$ cat config.mk
export PLATFORM = sky130hd
export DESIGN_NAME = mseq_top
export DESIGN_NICKNAME = d
export VERILOG_FILES = /design/src/rtl/mseq_pkg.sv /design/src/rtl/mseq_prog_mem.sv /design/src/rtl/mseq_cond_mux.sv /design/src/rtl/mseq_ret_stack.sv /design/src/rtl/mseq_ctrl.sv /design/src/rtl/mseq_top.sv
export SDC_FILE = /design/constraint.sdc
export NUM_CORES = 2
export LEC_CHECK = 0
export BUFFER_PORTS_ARGS = -buffer_cell sky130_fd_sc_hd__buf_2
export CAP_MARGIN = 10
export CORE_MARGIN = 3
export CORE_UTILIZATION = 57
export DETAILED_ROUTE_END_ITERATION = 16
export PLACE_DENSITY = 0.8
export SLEW_MARGIN = 20
export SYNTH_ARGS = -nofsm -noshare
export SYNTH_HDL_FRONTEND = slang
export SYNTH_SLANG_ARGS = --single-unit
$ cat constraint.sdc
create_clock -name clk_i -period 6.4 [get_ports clk_i]
set_input_delay 1.28 -clock clk_i [delete_from_list [all_inputs] [get_ports clk_i]]
set_output_delay 1.28 -clock clk_i [all_outputs]
set_load 0.03 [all_outputs]
$ cat src/rtl/mseq_pkg.sv
package mseq_pkg;
  typedef enum logic [1:0] {
    OP_EVOKE  = 2'b00,
    OP_BRANCH = 2'b01,
    OP_CALL   = 2'b10,
    OP_RETURN = 2'b11
  } opc_e;

  typedef enum logic [1:0] {
    ST_RUN  = 2'b00,
    ST_WAIT = 2'b01,
    ST_HALT = 2'b10
  } st_e;
endpackage

$ cat src/rtl/mseq_prog_mem.sv
module mseq_prog_mem #(
  parameter int ADDR_W = 8,
  parameter int DATA_W = 15
) (
  input  logic              clk_i,
  input  logic              we_i,
  input  logic [ADDR_W-1:0] waddr_i,
  input  logic [DATA_W-1:0] wdata_i,
  input  logic [ADDR_W-1:0] raddr_i,
  output logic [DATA_W-1:0] rdata_o
);
  localparam int DEPTH = 1 << ADDR_W;

  logic [DATA_W-1:0] mem_q [DEPTH];

  // no reset: loadable while the sequencer is held in reset
  always_ff @(posedge clk_i) begin
    if (we_i) mem_q[waddr_i] <= wdata_i;
  end

  assign rdata_o = mem_q[raddr_i];
endmodule

$ cat src/rtl/mseq_cond_mux.sv
module mseq_cond_mux #(
  parameter int NUM_COND = 29,
  parameter int SEL_W    = 5
) (
  input  logic [NUM_COND-1:0] cond_i,
  input  logic [SEL_W-1:0]    sel_i,
  output logic                bit_o,
  output logic                rsv_o
);
  localparam int SPACE = 1 << SEL_W;

  logic [SPACE-1:0] padded;

  generate
    if (NUM_COND < SPACE) begin : g_pad
      assign padded = {{(SPACE-NUM_COND){1'b0}}, cond_i};
    end else begin : g_full
      assign padded = cond_i[SPACE-1:0];
    end
  endgenerate

  assign rsv_o = (int'(sel_i) >= NUM_COND);
  assign bit_o = padded[sel_i] & ~rsv_o;
endmodule

$ cat src/rtl/mseq_ret_stack.sv
module mseq_ret_stack #(
  parameter int W     = 8,
  parameter int DEPTH = 4
) (
  input  logic         clk_i,
  input  logic         rst_ni,
  input  logic         push_i,
  input  logic         pop_i,
  input  logic [W-1:0] din_i,
  output logic [W-1:0] top_o,
  output logic         full_o,
  output logic         empty_o
);
  localparam int SP_W  = $clog2(DEPTH + 1);
  localparam int IDX_W = (DEPTH > 1) ? $clog2(DEPTH) : 1;

  logic [W-1:0]    slot_q [DEPTH];
  logic [SP_W-1:0] sp_q;
  logic [SP_W-1:0] top_idx;

  assign full_o  = (sp_q == SP_W'(DEPTH));
  assign empty_o = (sp_q == '0);
  assign top_idx = sp_q - SP_W'(1);
  assign top_o   = slot_q[top_idx[IDX_W-1:0]];

  always_ff @(posedge clk_i or negedge rst_ni) begin
    if (!rst_ni) begin
      sp_q <= '0;
    end else if (push_i && !full_o) begin
      sp_q <= sp_q + SP_W'(1);
    end else if (pop_i && !empty_o) begin
      sp_q <= sp_q - SP_W'(1);
    end
  end

  always_ff @(posedge clk_i) begin
    if (push_i && !full_o) slot_q[sp_q[IDX_W-1:0]] <= din_i;
  end
endmodule

$ cat src/rtl/mseq_ctrl.sv
module mseq_ctrl
  import mseq_pkg::*;
#(
  parameter int ADDR_W  = 8,
  parameter int SEL_W   = 5,
  parameter int INSTR_W = 15
) (
  input  logic               clk_i,
  input  logic               rst_ni,
  input  logic [INSTR_W-1:0] instr_i,
  input  logic               cond_bit_i,
  input  logic               cond_rsv_i,
  input  logic               done_i,
  input  logic               stk_full_i,
  input  logic               stk_empty_i,
  input  logic [ADDR_W-1:0]  stk_top_i,
  output logic               push_o,
  output logic               pop_o,
  output logic [ADDR_W-1:0]  ret_addr_o,
  output logic [SEL_W-1:0]   sel_o,
  output logic [ADDR_W-1:0]  pc_o,
  output logic               evoke_o,
  output logic [ADDR_W-1:0]  op_sel_o,
  output logic               wait_o,
  output logic               halt_o,
  output logic               err_o
);
  st_e               state_q;
  opc_e              opc;
  logic [ADDR_W-1:0] tgt;
  logic [ADDR_W-1:0] pc_q;
  logic [ADDR_W-1:0] pc_inc;
  logic              run;

  assign opc    = opc_e'(instr_i[INSTR_W-1 -: 2]);
  assign tgt    = instr_i[SEL_W +: ADDR_W];
  assign sel_o  = instr_i[SEL_W-1:0];
  assign pc_inc = pc_q + ADDR_W'(1);
  assign run    = (state_q == ST_RUN);

  assign push_o     = run && (opc == OP_CALL) && !stk_full_i;
  assign pop_o      = run && (opc == OP_RETURN) && !stk_empty_i;
  assign ret_addr_o = pc_inc;

  always_ff @(posedge clk_i or negedge rst_ni) begin
    if (!rst_ni) begin
      state_q  <= ST_RUN;
      pc_q     <= '0;
      evoke_o  <= 1'b0;
      op_sel_o <= '0;
      err_o    <= 1'b0;
    end else begin
      evoke_o <= 1'b0;
      unique case (state_q)
        ST_RUN: begin
          unique case (opc)
            OP_EVOKE: begin
              evoke_o  <= 1'b1;
              op_sel_o <= tgt;
              pc_q     <= pc_inc;
              state_q  <= ST_WAIT;
            end
            OP_BRANCH: begin
              if (cond_rsv_i) err_o <= 1'b1;
              pc_q <= cond_bit_i ? tgt : pc_inc;
            end
            OP_CALL: begin
              if (stk_full_i) begin
                err_o   <= 1'b1;
                state_q <= ST_HALT;
              end else begin
                pc_q <= tgt;
              end
            end
            OP_RETURN: begin
              if (stk_empty_i) begin
                err_o   <= 1'b1;
                state_q <= ST_HALT;
              end else begin
                pc_q <= stk_top_i;
              end
            end
            default: ;
          endcase
        end
        ST_WAIT: begin
          if (done_i) state_q <= ST_RUN;
        end
        ST_HALT: ;
        default: state_q <= ST_HALT;
      endcase
    end
  end

  assign pc_o   = pc_q;
  assign wait_o = (state_q == ST_WAIT);
  assign halt_o = (state_q == ST_HALT);
endmodule

$ cat src/rtl/mseq_top.sv
module mseq_top
  import mseq_pkg::*;
#(
  parameter int ADDR_W      = 8,
  parameter int SEL_W       = 5,
  parameter int NUM_COND    = 29,
  parameter int STACK_DEPTH = 4,
  localparam int INSTR_W    = 2 + ADDR_W + SEL_W
) (
  input  logic                clk_i,
  input  logic                rst_ni,
  input  logic                prog_we_i,
  input  logic [ADDR_W-1:0]   prog_addr_i,
  input  logic [INSTR_W-1:0]  prog_data_i,
  input  logic [NUM_COND-1:0] cond_i,
  input  logic                done_i,
  output logic                evoke_o,
  output logic [ADDR_W-1:0]   op_sel_o,
  output logic [ADDR_W-1:0]   pc_o,
  output logic                wait_o,
  output logic                halt_o,
  output logic                err_o
);
  logic [INSTR_W-1:0] instr;
  logic [SEL_W-1:0]   sel;
  logic               cond_bit, cond_rsv;
  logic               push, pop, stk_full, stk_empty;
  logic [ADDR_W-1:0]  stk_top, ret_addr;

  mseq_prog_mem #(.ADDR_W(ADDR_W), .DATA_W(INSTR_W)) u_mem (
    .clk_i   (clk_i),
    .we_i    (prog_we_i),
    .waddr_i (prog_addr_i),
    .wdata_i (prog_data_i),
    .raddr_i (pc_o),
    .rdata_o (instr)
  );

  mseq_cond_mux #(.NUM_COND(NUM_COND), .SEL_W(SEL_W)) u_cmux (
    .cond_i (cond_i),
    .sel_i  (sel),
    .bit_o  (cond_bit),
    .rsv_o  (cond_rsv)
  );

  mseq_ret_stack #(.W(ADDR_W), .DEPTH(STACK_DEPTH)) u_stk (
    .clk_i   (clk_i),
    .rst_ni  (rst_ni),
    .push_i  (push),
    .pop_i   (pop),
    .din_i   (ret_addr),
    .top_o   (stk_top),
    .full_o  (stk_full),
    .empty_o (stk_empty)
  );

  mseq_ctrl #(.ADDR_W(ADDR_W), .SEL_W(SEL_W), .INSTR_W(INSTR_W)) u_ctrl (
    .clk_i       (clk_i),
    .rst_ni      (rst_ni),
    .instr_i     (instr),
    .cond_bit_i  (cond_bit),
    .cond_rsv_i  (cond_rsv),
    .done_i      (done_i),
    .stk_full_i  (stk_full),
    .stk_empty_i (stk_empty),
    .stk_top_i   (stk_top),
    .push_o      (push),
    .pop_o       (pop),
    .ret_addr_o  (ret_addr),
    .sel_o       (sel),
    .pc_o        (pc_o),
    .evoke_o     (evoke_o),
    .op_sel_o    (op_sel_o),
    .wait_o      (wait_o),
    .halt_o      (halt_o),
    .err_o       (err_o)
  );
endmodule

Word level (Yosys, flattened, before mapping):

Memory sizes are Yosys's and may differ from the RTL's.
Index checks and enable logic that the tools add are counted.

* register bits after elaboration: 23
* bits in writable memories: 3872
* input bits: 56
* output and inout bits: 20
* logic and storage cells: 71
* memories kept: 2

* $add $sub $neg: 3
* magnitude comparators: 2
* equal/unequal tests: 15
* muxes and demuxes: 23
* bitwise operators: 3
* reductions and logical operators: 17

Memories
* u_mem.mem_q: words 256, width 15, rd ports 1, clocked after Yosys merged registers in 0, write ports 1, RTL line mseq_prog_mem.sv:14 `logic [DATA_W-1:0] mem_q [DEPTH];`
* u_stk.slot_q: words 4, width 8, rd ports 1, clocked after Yosys merged registers in 0, write ports 1, RTL line mseq_ret_stack.sv:17 `logic [W-1:0] slot_q [DEPTH];`

Operator list (number)
* $pmux 8 s4: 1
* $mux 8: 3
* $pmux 2 s3: 2
* $mux 1: 10
* $reduce_and 5->1: 2
* $add 8x1->8 const B: 1
* $ne 2x2->1 const B: 4
* $eq 2x2->1 const B: 3
* $logic_and 1x1->1: 6
* $lt 5x6->1 const B: 1
* $mux 2: 3
* $mux 3: 2
* $ne 3x2->1 const B: 2
* $bmux 1 s5: 1
* $ge 5x5->1 const B: 1
* $eq 2x1->1 const B: 2
* $logic_not 2->1: 2
* $ne 2x1->1 const B: 2
* $ne 4x4->1 const B: 1
* $add 3x1->3 const B: 1
* $eq 3x3->1 const B: 1
* $logic_not 3->1: 1
* $pmux 1 s3: 1
* $reduce_and 3->1: 1
* other kinds (7): 9

Depth between registers and ports, before layout:

An unclocked memory read counts as a cell.

* depth after elaboration: 7
* mapped depth: 26
* depth with buffers taken out: 13

Cells and area by module:

A second synthesis with hierarchy kept.

* cell total of the unflattened synthesis: 6928
* area total of the unflattened synthesis: 150290.4 um^2

By module, submodules not included
* mseq_prog_mem: instances 1, cells an instance 6693, area each 147311.3 um^2, seq. area each 115310.6 um^2
* mseq_ret_stack: instances 1, cells an instance 73, area each 1450.1 um^2, seq. area each 1036.0 um^2
* mseq_ctrl: instances 1, cells an instance 123, area each 1214.9 um^2, seq. area each 500.5 um^2
* mseq_cond_mux: instances 1, cells an instance 39, area each 314.1 um^2, seq. area each 0.0 um^2

Worst setup path before layout:

OpenSTA, ideal clock, no wires.

* kind: register to register
* start point: reg u_ctrl.pc_q[1] (netlist: u_ctrl.pc_o[1])
* end point: reg u_stk.sp_q[2]
* library setup time: 79 ps
* data arrival time: 6361 ps
* required time: 6321 ps
* path slack: -40 ps
* cell stages (with the launch flop): 24
* path buffers: 11
* clock period less this slack: 6440 ps
* path through: dfrtp_1 buf_4 buf_4 buf_2 buf_2 buf_2 buf_2 buf_1 buf_2 buf_1 clkbuf_1 mux4_2 mux4_2 mux4_2 mux4_2 inv_1 ha_1 clkbuf_1 inv_1 a21oi_1 and3_1 a21oi_1 nor2_1 xor2_1

* longest elaborated chain between the ends: 6
* elaborated cells between the ends (all ways): 11
* classes of those cells: 2 x eq/ne; 1 x mux; 7 x reduce/logical; 1 x memory

RTL lines
* start, declared: RTL line mseq_ctrl.sv:31 `logic [ADDR_W-1:0] pc_q;`
* start signal, assigned: RTL line mseq_ctrl.sv:60 `pc_q <= pc_inc;`
* start signal, assigned: RTL line mseq_ctrl.sv:65 `pc_q <= cond_bit_i ? tgt : pc_inc;`
* start signal, assigned: RTL line mseq_ctrl.sv:72 `pc_q <= tgt;`
* $mem_v2 256x15 *
* $eq 2x2->1, on equally long branches: RTL line mseq_ctrl.sv:41, mseq_ctrl.sv:42
* $logic_and 1x1->1, on equally long branches (2 in a row): RTL line mseq_ctrl.sv:41, mseq_ctrl.sv:42
* $logic_and 1x1->1, on equally long branches: RTL line mseq_ret_stack.sv:29, mseq_ret_stack.sv:31
* $mux 3 / $reduce_bool 2->1 (equally long branches)
* end signal, assigned: RTL line mseq_ret_stack.sv:30 `sp_q <= sp_q + SP_W'(1);`
* end signal, assigned: RTL line mseq_ret_stack.sv:32 `sp_q <= sp_q - SP_W'(1);`
* end, declared: RTL line mseq_ret_stack.sv:18 `logic [SP_W-1:0] sp_q;`

Mark *: on every way between the ends. The rest lies on a longest branch, timed or not.
A chain may end at the register's enable or synchronous reset.

Final worst setup path:

* start point: reg u_ctrl.pc_q[0] (netlist: u_ctrl.pc_o[0])
* end point: reg u_ctrl.pc_q[2] (netlist: u_ctrl.pc_o[2])

* longest elaborated chain between the ends: 6
* elaborated cells between the ends (all ways): 17
* classes of those cells: 1 x add/sub; 1 x order compare; 5 x eq/ne; 5 x mux; 2 x bitwise; 2 x reduce/logical; 1 x memory

RTL lines
* $mem_v2 256x15
* $bmux 1 s5 / $ge 5x5->1 (equally long branches): RTL line mseq_cond_mux.sv:23, mseq_cond_mux.sv:22
* $mux 1 (implied by the code) / $not 1->1 (equally long branches): RTL line mseq_cond_mux.sv:23 `assign bit_o = padded[sel_i] & ~rsv_o;`
* $and 1x1->1: RTL line mseq_cond_mux.sv:23
* $mux 8: RTL line mseq_ctrl.sv:65
* $pmux 8 s4: RTL line mseq_ctrl.sv:56 `unique case (opc)`

Parallel ways exist; a longest one is shown, timed or not. The select of a mux whose other input is x is not followed.

==> results.json <==
{
  "synth_nets": 6430,
  "rsz0062_at_grt": "no",
  "finish.net_count": 6955,
  "achievable_clock_frequency_mhz": 159,
  "layout.cells.most_common": "edfxtp_1",
  "placed_instance_area_sq_um": 157000,
  "ys_async_sr_fraction_pct": 0.591,
  "drc": 0,
  "synth_area_sq_um": 151000,
  "cts_buffers": 385,
  "max_slew_margin_pct": 15.9,
  "post_cts.resized_instances": 0,
  "grt_start_max_net_pins": 169,
  "gp_congestion": 0.946,
  "crit_buf_inv": 1,
  "drv_cap": 0,
  "yosys_register_bits": 3895,
  "final_design_area_no_fill_sq_um": 169000,
  "sequential_cell_area_sq_um": 117000,
  "library_cells_used_by_synthesis": 73,
  "die_height_microns": 520,
  "final.setup_skew_ns": 0.0952,
  "hold_buffers": 0,
  "yosysSeqAreaShare_pct": 77.6,
  "cp_cell_sequence": "buf_12 > mux4_2 > mux2i_1 > a211oi_1 > o32ai_1 > a311oi_1 > and3_1 > mux2i_1 > mux4_2 > nand2_1 > a32o_1 > mux2i_1 > nor2_1 > a2bb2oi_1",
  "combined_area_of_the_multi_input_logic_cells_sq_um": 31900,
  "clock_sink_count": 3895,
  "worstPathMaxFanout": 82,
  "die_width_microns": 520,
  "cp.required_ns": 7.21,
  "clock_latency_ns": 1.03,
  "htree_num_levels": 5,
  "cts.root.buffer_cell": "clkbuf_16",
  "syn_inst": 6363,
  "ant_nets": 0,
  "number_of_enable_flip_flop_cells_after_synthesis": 3872,
  "yosysWarningCount": 0,
  "drt_first_iter_violations": 15200,
  "aggregate_global_route_resource_usage_pct": 32.4,
  "cp_slowest_stage_delay_ns": 0.89,
  "port_buffers": 75,
  "reg2reg_setup_slack_ns": 0.11,
  "final.setup.tns_ns": 0,
  "final_layout_size_suffix_gt1_share_pct": 31.1,
  "clkSlewWorstSetupHoldPaths_ns": 0.06,
  "final_period_minus_worst_setup_slack_ns": 6.29,
  "post-cts-setup-buffer-count": 0,
  "design.die.area_sq_um": 270000,
  "overall_overflow_remaining_after_global_route": 0,
  "layout.cells.most_common_list": "edfxtp_1 (3872), mux4_2 (1162), clkbuf_16 (389)",
  "power_leakage_nw": 52.7,
  "detailed_route_via_count": 79300,
  "worst_setup_path_start_kind": "register",
  "path_class": "reg -> reg",
  "dr.pass1.iters": 8,
  "commonest_register_cell_after_synthesis": "edfxtp_1",
  "report.final.hold_viol_count": 0,
  "critical_path.top_delay_family": "compound AO/OA/AOI/OAI gates",
  "fin_crit_sh_pct": 98.3,
  "pwr_density_cell_nw_per_um2": 403,
  "reg2reg_from": "u_ctrl.pc_o[0]",
  "clock_tree_from_tritoncts": "built",
  "status": "finished, final reports clean",
  "antenna_found_initial": 36,
  "ir_drop_uv": 320,
  "wl_per_cell_microns": 40.9,
  "min_path_type": "in -> async",
  "vias_per_cell": 7.40,
  "fillerInstances": 15400,
  "wire_length_of_the_first_global_routing_pass_mm": 614,
  "slowest_stage": "dfrtp_4",
  "final_hpwl_dp_mm": 234,
  "setup_viol_count_final": 0,
  "syn-mean-instance-area_sq_um": 23.7,
  "critical_path.most_common_cell": "mux2i_1",
  "crit_path_start": "u_ctrl.pc_o[0]",
  "endpoint_kind": "register",
  "clock_path_buffers": 4,
  "rows": 188,
  "worstMarginPinSlew_ns": 1.26,
  "num_io_pins": 76,
  "drv_slew": 0,
  "number_of_global_route_vias_before_repair": 78200,
  "area.growth.synth_to_final_pct": 12.4,
  "initial_core_util_pct": 57.4,
  "routed_wl_mm": 438,
  "design.core.area_sq_um": 263000,
  "crit_arrival_ns": 7.11
}
path summary, 6_finish.rpt:
path,end,depth (start not counted)
min in group clk_i,u_ctrl.op_sel_o[5],1
max,u_ctrl.pc_o[2],14
min,u_ctrl.evoke_o,1
max in group asynchronous,u_ctrl.pc_o[6],1
max reg2reg,u_ctrl.pc_o[2],14
min reg2reg,u_ctrl.op_sel_o[5],1
area by class of cell:
class | count | share of cell area, %
Multi-Input combinational cell | 2102 | 18.9
Clock inverter | 197 | 1.04
Tap cell | 3515 | 2.60
Clock buffer | 481 | 6.00
Timing Repair Buffer | 489 | 2.40
Antenna cell | 19 | 0.0281
Inverter | 15 | 0.0377
Sequential cell | 3895 | 69.0
worst register-to-register path: stages, from the launching register on:
cell       delay [ns]
dfrtp_4          0.89
buf_12           0.55
mux4_2           0.41
mux2i_1          0.19
a211oi_1         0.59
o32ai_1          0.14
a311oi_1         0.51
and3_1           0.88
mux2i_1          0.26
mux4_2           0.51
nand2_1          0.11
a32o_1           0.28
mux2i_1          0.10
nor2_1           0.11
a2bb2oi_1        0.61
synthesized netlist by cell type, types with 9 or more instances:
library cell  instances  area (sq um)
mux2i_1             111          1110
a31oi_1              11          68.8
ha_1                 11           138
nand3_1              29           145
and2_1               16           100
nand4_1               9          56.3
nand2_1             101           379
mux2_2               19           214
buf_2               105           526
a21oi_1              43           215
clkbuf_1            136           510
buf_6                32           360
and3_1               13          81.3
buf_4                24           180
dfrtp_1              23           576
buf_1                48           180
a22o_1               13           114
a221oi_1             15           131
o21ai_0              20           100
nor3_1               13          65.1
inv_1                12          45.0
nor2_1              311          1170
mux4_2             1162         26200
edfxtp_1           3872        116000
nand2b_1              9          56.3
a22oi_1              59           443
nor2b_1              24           150
state kept, by name (all words and copies together) (netlist names):
register         flops
u_ctrl.err_o         1
u_ctrl.evoke_o       1
u_ctrl.op_sel_o      8
u_ctrl.pc_o          8
u_ctrl.state_q       2
u_mem.mem_q       3840
u_stk.slot_q        32
u_stk.sp_q           3
power by group:
group	total (W)	internal [W]	leakage, nW	switching (W)
Combinational	0.0178	0.00774	11.8	0.0101
Clock	0.0220	0.0124	5.82	0.00961
Sequential	0.0284	0.0282	35.1	0.000247
Total	0.0683	0.0483	52.7	0.0199
per-stage QoR:
| step | power (W) | cells | utilization, % | hold slack (ns) | setup WS [ns] |
|---|---|---|---|---|---|
| floorplan | 0.0403 | 6363 | - | 0.466 | 0.00953 |
| global placement | 0.0455 | 10000 | 59.9 | 0.491 | 0.576 |
| detailed placement | 0.0458 | 10000 | 59.9 | 0.503 | 0.569 |
| CTS | 0.0679 | 10700 | 64.4 | 0.312 | 0.562 |
| global route | 0.0695 | 10700 | 64.5 | 0.356 | 0.0583 |
| finish | 0.0683 | 10700 | 64.5 | 0.337 | 0.107 |
per-layer routing:
| layer | vias to the layer above | track usage, % | routed length (microns) |
|---|---|---|---|
| met5 | - | 0.211 | 322 |
| met4 | 32 | 17.4 | 31300 |
| met3 | 1903 | 10.3 | 63200 |
| met2 | 8335 | 50.4 | 208000 |
| met1 | 40700 | 41.3 | 136000 |
| li1 | 28300 | - | - |
cell families after synthesis:
family / synth area share [%]
AOI/OAI and AO/OA: 1.09
xor gates and xnor gates: 0.0523
adders and majority gates: 0.0914
buffers and inverters: 1.28
DFF: 77.6
muxes: 18.3
and+or+nand+nor: 1.64
(Power assumes the default switching activity.)
